`src/rtl/dbi_pkg.sv`:
```
package dbi_pkg;

  typedef enum logic {
    TX_IDLE = 1'b0,
    TX_SEND = 1'b1
  } tx_state_e;

  // Number of zero bits among the lowest w bits of v (w <= 64).
  function automatic int zeros_in(input logic [63:0] v, input int w);
    int n;
    n = 0;
    for (int i = 0; i < 64; i++) begin
      if (i < w && !v[i]) n++;
    end
    return n;
  endfunction

endpackage

```
`src/rtl/dbi_seg_enc.sv`:
```
module dbi_seg_enc #(
  parameter int SEG_W = 16
) (
  input  logic [SEG_W-1:0] raw,
  output logic [SEG_W-1:0] enc,
  output logic             inv_n
);
  import dbi_pkg::*;

  localparam int LIMIT = SEG_W / 2;

  logic flip;

  always_comb begin
    flip  = zeros_in(64'(raw), SEG_W) > LIMIT;
    enc   = flip ? ~raw : raw;
    inv_n = ~flip;
  end

endmodule

```
`src/rtl/dbi_seg_dec.sv`:
```
module dbi_seg_dec #(
  parameter int SEG_W = 16
) (
  input  logic [SEG_W-1:0] bus,
  input  logic             inv_n,
  output logic [SEG_W-1:0] data
);

  always_comb data = inv_n ? bus : ~bus;

endmodule

```
`src/rtl/dbi_tx.sv`:
```
module dbi_tx #(
  parameter int DATA_W = 64,
  parameter int SEG_W  = 16,
  parameter int PHASES = 8
) (
  input  logic                     clk,
  input  logic                     rst,
  input  logic                     line_valid,
  input  logic [DATA_W*PHASES-1:0] line,
  output logic                     busy,
  output logic [DATA_W-1:0]        bus,
  output logic [DATA_W/SEG_W-1:0]  inv_n,
  output logic                     phase_valid,
  output logic                     last
);
  import dbi_pkg::*;

  localparam int LINE_W = DATA_W * PHASES;
  localparam int NSEG   = DATA_W / SEG_W;
  localparam int CNT_W  = (PHASES > 1) ? $clog2(PHASES) : 1;
  localparam logic [CNT_W-1:0] CNT_END = CNT_W'(PHASES - 1);

  tx_state_e         state;
  logic [LINE_W-1:0] sreg;
  logic [CNT_W-1:0]  cnt;
  logic [DATA_W-1:0] enc_w;
  logic [NSEG-1:0]   inv_w;

  for (genvar g = 0; g < NSEG; g++) begin : g_enc
    dbi_seg_enc #(.SEG_W(SEG_W)) u_enc (
      .raw   (sreg[g*SEG_W +: SEG_W]),
      .enc   (enc_w[g*SEG_W +: SEG_W]),
      .inv_n (inv_w[g])
    );
  end

  always_ff @(posedge clk) begin
    if (rst) begin
      state       <= TX_IDLE;
      sreg        <= '0;
      cnt         <= '0;
      bus         <= '0;
      inv_n       <= '1;
      phase_valid <= 1'b0;
      last        <= 1'b0;
    end else begin
      phase_valid <= 1'b0;
      last        <= 1'b0;
      case (state)
        TX_IDLE: begin
          if (line_valid) begin
            sreg  <= line;
            cnt   <= '0;
            state <= TX_SEND;
          end
        end
        TX_SEND: begin
          bus         <= enc_w;
          inv_n       <= inv_w;
          phase_valid <= 1'b1;
          last        <= (cnt == CNT_END);
          sreg        <= sreg >> DATA_W;
          cnt         <= cnt + 1'b1;
          if (cnt == CNT_END) state <= TX_IDLE;
        end
        default: state <= TX_IDLE;
      endcase
    end
  end

  assign busy = (state == TX_SEND);

  // Checks on the registered phase output.
  for (genvar g = 0; g < NSEG; g++) begin : g_chk
    a_r3_low_bound: assert property (@(posedge clk) disable iff (rst)
      phase_valid |-> (zeros_in(64'(bus[g*SEG_W +: SEG_W]), SEG_W) <= SEG_W / 2));

    a_r5_roundtrip: assert property (@(posedge clk) disable iff (rst)
      phase_valid |-> ((inv_n[g] ? bus[g*SEG_W +: SEG_W] : ~bus[g*SEG_W +: SEG_W])
                       == $past(sreg[g*SEG_W +: SEG_W])));
  end

  a_r7_last_valid: assert property (@(posedge clk) disable iff (rst)
    last |-> phase_valid);

  a_r7_last_single: assert property (@(posedge clk) disable iff (rst)
    last |=> !last);

endmodule

```
`src/rtl/dbi_rx.sv`:
```
module dbi_rx #(
  parameter int DATA_W = 64,
  parameter int SEG_W  = 16,
  parameter int PHASES = 8
) (
  input  logic                     clk,
  input  logic                     rst,
  input  logic                     phase_valid,
  input  logic [DATA_W-1:0]        bus,
  input  logic [DATA_W/SEG_W-1:0]  inv_n,
  output logic [DATA_W*PHASES-1:0] line,
  output logic                     line_valid
);

  localparam int LINE_W = DATA_W * PHASES;
  localparam int ACC_W  = LINE_W - DATA_W;
  localparam int NSEG   = DATA_W / SEG_W;
  localparam int CNT_W  = $clog2(PHASES);
  localparam logic [CNT_W-1:0] CNT_END = CNT_W'(PHASES - 1);

  logic [DATA_W-1:0] dec_w;
  logic [ACC_W-1:0]  acc;
  logic [CNT_W-1:0]  cnt;

  for (genvar g = 0; g < NSEG; g++) begin : g_dec
    dbi_seg_dec #(.SEG_W(SEG_W)) u_dec (
      .bus   (bus[g*SEG_W +: SEG_W]),
      .inv_n (inv_n[g]),
      .data  (dec_w[g*SEG_W +: SEG_W])
    );
  end

  always_ff @(posedge clk) begin
    if (rst) begin
      acc        <= '0;
      cnt        <= '0;
      line       <= '0;
      line_valid <= 1'b0;
    end else begin
      line_valid <= 1'b0;
      if (phase_valid) begin
        if (cnt == CNT_END) begin
          line       <= {dec_w, acc};
          line_valid <= 1'b1;
          cnt        <= '0;
        end else begin
          acc <= {dec_w, acc[ACC_W-1:DATA_W]};
          cnt <= cnt + 1'b1;
        end
      end
    end
  end

  a_r9_line_pulse: assert property (@(posedge clk) disable iff (rst)
    line_valid |=> !line_valid);

endmodule

```
`src/rtl/dbi_line_codec.sv`:
```
module dbi_line_codec #(
  parameter int DATA_W = 64,
  parameter int SEG_W  = 16,
  parameter int PHASES = 8
) (
  input  logic                     clk,
  input  logic                     rst,
  input  logic                     tx_line_valid,
  input  logic [DATA_W*PHASES-1:0] tx_line,
  output logic                     tx_busy,
  output logic [DATA_W-1:0]        tx_bus,
  output logic [DATA_W/SEG_W-1:0]  tx_inv_n,
  output logic                     tx_phase_valid,
  output logic                     tx_last,
  input  logic                     rx_phase_valid,
  input  logic [DATA_W-1:0]        rx_bus,
  input  logic [DATA_W/SEG_W-1:0]  rx_inv_n,
  output logic [DATA_W*PHASES-1:0] rx_line,
  output logic                     rx_line_valid
);

  dbi_tx #(.DATA_W(DATA_W), .SEG_W(SEG_W), .PHASES(PHASES)) u_tx (
    .clk         (clk),
    .rst         (rst),
    .line_valid  (tx_line_valid),
    .line        (tx_line),
    .busy        (tx_busy),
    .bus         (tx_bus),
    .inv_n       (tx_inv_n),
    .phase_valid (tx_phase_valid),
    .last        (tx_last)
  );

  dbi_rx #(.DATA_W(DATA_W), .SEG_W(SEG_W), .PHASES(PHASES)) u_rx (
    .clk         (clk),
    .rst         (rst),
    .phase_valid (rx_phase_valid),
    .bus         (rx_bus),
    .inv_n       (rx_inv_n),
    .line        (rx_line),
    .line_valid  (rx_line_valid)
  );

  a_r10_idle_flags: assert property (@(posedge clk) disable iff (rst)
    !tx_busy && !tx_phase_valid |-> $stable(tx_inv_n) || $past(tx_phase_valid));

endmodule

```
`config.mk`:
```
export PLATFORM = sky130hd
export DESIGN_NAME = dbi_line_codec
export DESIGN_NICKNAME = d
export VERILOG_FILES = /design/src/rtl/dbi_pkg.sv /design/src/rtl/dbi_seg_enc.sv /design/src/rtl/dbi_seg_dec.sv /design/src/rtl/dbi_tx.sv /design/src/rtl/dbi_rx.sv /design/src/rtl/dbi_line_codec.sv
export SDC_FILE = /design/constraint.sdc
export NUM_CORES = 2
export LEC_CHECK = 0
export ABC_AREA = 1
export BUFFER_PORTS_ARGS = -buffer_cell sky130_fd_sc_hd__buf_4
export CAP_MARGIN = 5
export CORE_AREA = 2 2 461 463
export CTS_CLUSTER_DIAMETER = 120
export DETAILED_ROUTE_END_ITERATION = 10
export DIE_AREA = 0 0 463 465
export SLEW_MARGIN = 20
export SYNTH_ARGS = -nofsm -noshare
export SYNTH_HDL_FRONTEND = slang
export SYNTH_SLANG_ARGS = --single-unit
```
`constraint.sdc`:
```
create_clock -name clk -period 16.3 [get_ports clk]
set_input_delay 4.89 -clock clk [delete_from_list [all_inputs] [get_ports clk]]
set_output_delay 4.89 -clock clk [all_outputs]
set_load 0.05 [all_outputs]
```
## Word-level counts from Yosys, hierarchy flattened

Cells that the tools add are included.

| word-level totals | value |
|---|---|
| word-level logic and storage cells | 181 |
| register bits | 1550 |
| output and inout bits | 584 |
| input bits | 584 |

| operators by class | value |
|---|---|
| equality and inequality tests | 3 |
| reductions and logical operators | 4 |
| bitwise operators | 15 |
| $lt $le $gt $ge | 4 |
| add/subtract/negate cells | 62 |
| muxes and demuxes | 82 |

Operators by type and width:

| operator | count |
|---|---|
| 32-bit two-way mux | 60 |
| 32-bit by 2-bit adder with 32-bit output, second input constant | 56 |
| 512-bit case mux with 2 select lines | 1 |
| 512-bit two-way mux | 1 |
| 32-bit by 5-bit greater-than comparator with 1-bit output, second input constant | 4 |
| 16-bit two-way mux | 8 |
| 16-bit NOT | 8 |
| 1-bit by 1-bit adder with 2-bit output, second input constant | 4 |
| 1-bit two-way mux | 8 |
| 1-bit NOT | 7 |
| 3-bit by 1-bit adder with 3-bit output, second input constant | 2 |
| 3-bit == test, second input constant | 2 |
| 3-bit two-way mux | 2 |
| 3-bit case mux with 2 select lines | 1 |
| 2-bit AND reduction | 2 |
| 2-bit OR reduction | 2 |
| 2-bit inequality test, second input constant | 1 |
| 1-bit case mux with 2 select lines | 1 |

## Longest topological paths before layout

| depth | value |
|---|---|
| depth after elaboration | 33 |
| gate-level depth with buffers | 65 |
| gate-level depth less buffers | 64 |

## Hierarchy

A second synthesis with hierarchy kept.

| second synthesis, totals | value |
|---|---|
| cell total of the unflattened synthesis | 11224 |
| area total of the unflattened synthesis | 74262.5 um2 |

Modules (own cells, without submodules):

| module | seq. area each (um2) | cells an instance | area an instance (um2) | instances |
|---|---|---|---|---|
| dbi_rx | 19298.5 | 5182 | 37622.3 | 1 |
| dbi_tx | 11731.3 | 3984 | 26300.2 | 1 |
| dbi_seg_enc at u_tx.g_enc[0].u_enc ... | 0.0 | 447 | 2312.2 | 3 |
| dbi_seg_enc at u_tx.g_enc[3].u_enc | 0.0 | 445 | 2287.2 | 1 |
| dbi_seg_dec | 0.0 | 68 | 279.0 | 4 |

## Worst setup path before layout

OpenSTA, ideal clock, no wires.

| path | value |
|---|---|
| kind | reg2reg |
| start | register u_tx.sreg[32] |
| end | register u_tx.bus[41] |
| arrival time | 8707 ps |
| data required time | 16182 ps |
| path slack | 7475 ps |
| buffers on the path | 1 |
| library setup time | 118 ps |
| cell stages (with the launch flop) | 58 |
| cells stage by stage | dfxtp_1 inv_1 ha_1 inv_1 nand2_1 nand2_2 nand2_1 nand3_1 nand2_1 ha_1 nand2_1 nand2_1 ha_1 nand2_1 nand2_1 ha_1 or2_2 nand2_1 [22 not listed] inv_1 ha_1 or2_2 nand2_1 inv_1 ha_1 nand2_1 nand2_1 ha_1 nor3_1 nor2_1 o211ai_1 nand2_1 a21oi_4 buf_4 a21oi_1 nor2_1 nor2_1 |

| on the way | value |
|---|---|
| longest elaborated chain between the ends | 33 |

Ends and longest elaborated chain:

| element | RTL line | text |
|---|---|---|
| start, declared | dbi_tx.sv:24 | `logic [LINE_W-1:0] sreg;` |
| start signal, assigned | dbi_tx.sv:52 | `sreg <= line;` |
| start signal, assigned | dbi_tx.sv:62 | `sreg <= sreg >> DATA_W;` |
| 1-bit two-way mux (*) | dbi_pkg.sv:13 | `if (i < w && !v[i]) n++;` |
| 1-bit by 1-bit adder with 2-bit output | dbi_pkg.sv:13 |  |
| 32-bit two-way mux (*) | dbi_pkg.sv:13 |  |
| 32-bit by 2-bit adder with 32-bit output | dbi_pkg.sv:13 |  |
| 32-bit two-way mux (*) | dbi_pkg.sv:13 |  |
| 32-bit by 2-bit adder with 32-bit output | dbi_pkg.sv:13 |  |
| 32-bit two-way mux (*) | dbi_pkg.sv:13 |  |
| 32-bit by 2-bit adder with 32-bit output | dbi_pkg.sv:13 |  |
| [17 not listed] | -- |  |
| 32-bit by 2-bit adder with 32-bit output | dbi_pkg.sv:13 |  |
| 32-bit two-way mux (*) | dbi_pkg.sv:13 |  |
| 32-bit by 2-bit adder with 32-bit output | dbi_pkg.sv:13 |  |
| 32-bit two-way mux (*) | dbi_pkg.sv:13 |  |
| 32-bit by 2-bit adder with 32-bit output | dbi_pkg.sv:13 |  |
| 32-bit two-way mux (*) | dbi_pkg.sv:13 |  |
| 32-bit by 5-bit greater-than comparator with 1-bit output (*) | dbi_seg_enc.sv:15 | `flip = zeros_in(64'(raw), SEG_W) > LIMIT;` |
| 16-bit two-way mux (*) | dbi_seg_enc.sv:16 | `enc = flip ? ~raw : raw;` |
| end signal, assigned | dbi_tx.sv:58 | `bus <= enc_w;` |
| end, declared | dbi_tx.sv:11 | `output logic [DATA_W-1:0] bus,` |

Mark *: on every way between the ends. The rest lies on a longest branch, timed or not.
A chain may end at the register's enable or synchronous reset.

## Worst setup path in the final report

| path | value |
|---|---|
| start | register u_tx.sreg[32] |
| end | register u_tx.bus[36] |

The elaborated chain is that of the path after synthesis.

==> results.cfg <==
[cts]
cts.clk_slew.worst_paths_ns = 0.06
htree_levels = 4
clockRootBuffer = clkbuf_16
ctsHoldBuffers = 0
tritoncts = done
cts_buffers = 171
cts_resized = 0
clk_latency_ns = 0.84
cts_num_sinks = 1550
cts.path.max_buffers = 3
postCtsSetupBuffers = 0

[yosys]
synth-xor-area-share_pct = 0.920
synth_top_family_by_area = simple AND/OR/NAND/NOR gates
netlist_area_sq_um = 67500
synth_cell_types = 44
ys_ff_latch = 1550
synth_seq_area_share_pct = 46.0
synthAdderAreaFrac_pct = 1.26
avgSynthCellArea_sq_um = 6.84
synth-compound-area-share_pct = 10.8
synthSimpleGateAreaFrac_pct = 32.7
syn_inst = 9866
synth.area.top_cells = dfxtp_1, nor2_1, nand2_1, o21ai_0, nand3_1
syn_nets = 10500
synth.area.mux_share_pct = 0
synth_warnings = 0
synth_top_area_share_pct = 46.0
yosys.area.top_type = dfxtp_1

[timing]
skew_ns = 0.0709
fin_crit_ns = 10.06
finalHoldViolCount = 0
setup_slack_ns = 6.24
slew_headroom_pct = 6.62
fmax_ghz = 0.0994
max_slew.worst_pin.slew_ns = 1.40
fin_tns_setup_ns = 0
finalSetupViolCount = 0
fin_crit_sh_pct = 61.7
slew_violations = 0
grt_setup_unrepaired = false

[min_path]
hold_end = u_tx.sreg[486]$_SDFFE_PP0P_
hold_depth = 2
min-delay-start = u_tx.sreg[486]$_SDFFE_PP0P_
hold_path.class = register to register

[detailed_routing]
drtPass1Iterations = 6
drt_iter0_markers = 5368
routed-via-count = 66500
drc_errors = 0
antenna_left = 0
wl_per_cell_um = 20.0
vias_per_cell = 4.89
routed_wl_mm = 271

[worst_setup_path]
r2r_start = u_tx.sreg[32]$_SDFFE_PP0P_
r2r-end = u_tx.bus[36]$_SDFFE_PP0P_
crit_arrival_ns = 10.76
worst_ep_required_time_ns = 17.00
ff2ff_path_depth = 58
timing.critical_path.buf_inv = 9
ff2ff_setup_slack_ns = 6.24
critical_path.top_delay_family = simple AND/OR/NAND/NOR gates
path_common_cell = nand2_1
crit_path_max_fanout = 33
startpoint_type = register
worst_path_max_delay_cell = a21oi_4
crit_type = register to register
end_kind = register
max_stage_delay_ns = 0.71

[global_route]
antenna_found_initial = 44
grt_pass1_wl_mm = 397
grt_pass1_vias = 61600
grt_max_degree = 273
grt-ovfl-total = 0
track_usage_pct = 24.1

[final_layout]
final_nets = 11300
final_area_sq_um = 83900
areaGrowthSynthToFinish_pct = 24.3
drive_gt1_share_pct = 16.1
stdcell_count = 13600

[floorplanning]
coreArea_sq_um = 211000
die_area_sq_um = 215000
dieWidth_um = 463
die_h_um = 465
rows = 169
start_util_pct = 32.0
design.portCount = 1168

[pwr]
ir_drop_mv = 0.228
power.density_nw_per_um2 = 156
p_leak_nw = 40.2

[outcome]
status = completed

[place]
placed_area_sq_um = 77800
numPortBuffers = 1167
dp.cells = 13300
place_hpwl_mm = 198
preCtsSetupSlack_ns = 6.32
place_congestion = 0.895

[run]
max-cap-violations = 0
state kept, by name, indices dropped and copies added (netlist names), 3 cells and up:
name        cells
u_tx.cnt        3
u_rx.cnt        3
u_tx.inv_n      4
u_rx.acc      448
u_tx.bus       64
u_tx.sreg     512
u_rx.line     512
worst max path at each step:
stage / from / endpoint / slack (ns) / cells past startpoint
after floorplan: u_tx.sreg[32]$_SDFFE_PP0P_ / u_tx.bus[41]$_SDFFE_PP0P_ / 7.47 / 57
after global placement: u_tx.sreg[32]$_SDFFE_PP0P_ / u_tx.bus[44]$_SDFFE_PP0P_ / 6.40 / 56
after detailed placement: u_tx.sreg[32]$_SDFFE_PP0P_ / u_tx.bus[32]$_SDFFE_PP0P_ / 6.32 / 57
after CTS: u_tx.sreg[32]$_SDFFE_PP0P_ / u_tx.bus[39]$_SDFFE_PP0P_ / 6.23 / 58
after global routing: u_tx.sreg[17]$_SDFFE_PP0P_ / u_tx.bus[31]$_SDFFE_PP0P_ / 5.36 / 58
final: u_tx.sreg[32]$_SDFFE_PP0P_ / u_tx.bus[36]$_SDFFE_PP0P_ / 6.24 / 58
logic make-up (layout without fill, tap and decap cells):
group,count (synthesis),count (layout)
fa+ha+maj,68,68
xor+xnor,70,70
other cells,0,22
buf+inv,1472,2350
flops,1550,1550
compound gates,1439,1439
simple gates,5267,5267
worst min-delay path, stage by stage, from the launching register on:
cell     delay, ns
dfxtp_1       0.31
nand2_1       0.06
a21oi_1       0.05
cell type report:
class / count / area [sq um]
repair buffers: 1213 / 9280
well taps: 2821 / 3530
fillers: 22100 / 127000
flip-flops and latches: 1550 / 31000
diodes: 22 / 55.1
clock buffers: 246 / 4990
clock inverters: 61 / 1010
inverters: 830 / 3150
multi-input cells: 6844 / 30900
where the power goes:
group	total, mW	internal [mW]	switching [mW]
Clock	4.10	2.39	1.71
Combinational	4.78	1.53	3.25
Sequential	4.20	4.02	0.189
Total	13.1	7.94	5.14
Yosys cell counts (all sizes together):
cell type / n
nand2: 2009
nor2: 2007
dfxtp: 1550
o21ai: 1167
nand3: 1159
inv: 829
clkbuf: 591
a21oi: 254
ha: 68
xor2: 67
buf: 51
nand3b: 32
or2: 27
nor3: 22
nand4: 10
o22ai: 5
o21bai: 4
xnor2: 3
a32o: 2
o22a: 2
a211oi: 1
a31oi: 1
and2: 1
clkinv: 1
o211ai: 1
o31a: 1
o31ai: 1
stage by stage:
step	utilization [%]	total power, mW	hold WS (ns)
after CTS	39.8	13.2	0.462
final	39.8	13.1	0.459
after detailed placement	36.9	9.04	0.453
after global routing	39.8	14.0	0.474
after global placement	36.9	8.95	0.446
after floorplan	-	8.09	0.433
placed cells by master (no fill, tap or decap), types with 14 or more instances in the layout:
cell type	Yosys	layout
nor2_1	1990	1988
nand2_1	1928	1926
dfxtp_1	1550	1549
buf_4	13	1199
o21ai_0	1159	1159
nand3_1	1108	1108
inv_1	786	784
a21oi_1	251	251
clkbuf_16	0	173
nand2_2	73	74
ha_1	68	68
xor2_1	67	67
nand3_2	50	50
inv_2	42	41
clkbuf_8	0	39
clkbuf_1	591	34
nand3b_1	32	32
or2_2	27	27
clkinv_2	0	24
diode_2	0	22
bufinv_16	0	15
nor3_1	14	14
layer usage:
metal	wire length, um	GRT usage [%]	vias to the layer above
li1	-	-	32800
met1	111000	29.1	31100
met2	125000	39.1	2059
met3	18500	5.67	486
met4	17300	14.1	40
met5	273	0	-
No activity file was read; power rests on OpenSTA's default activity.
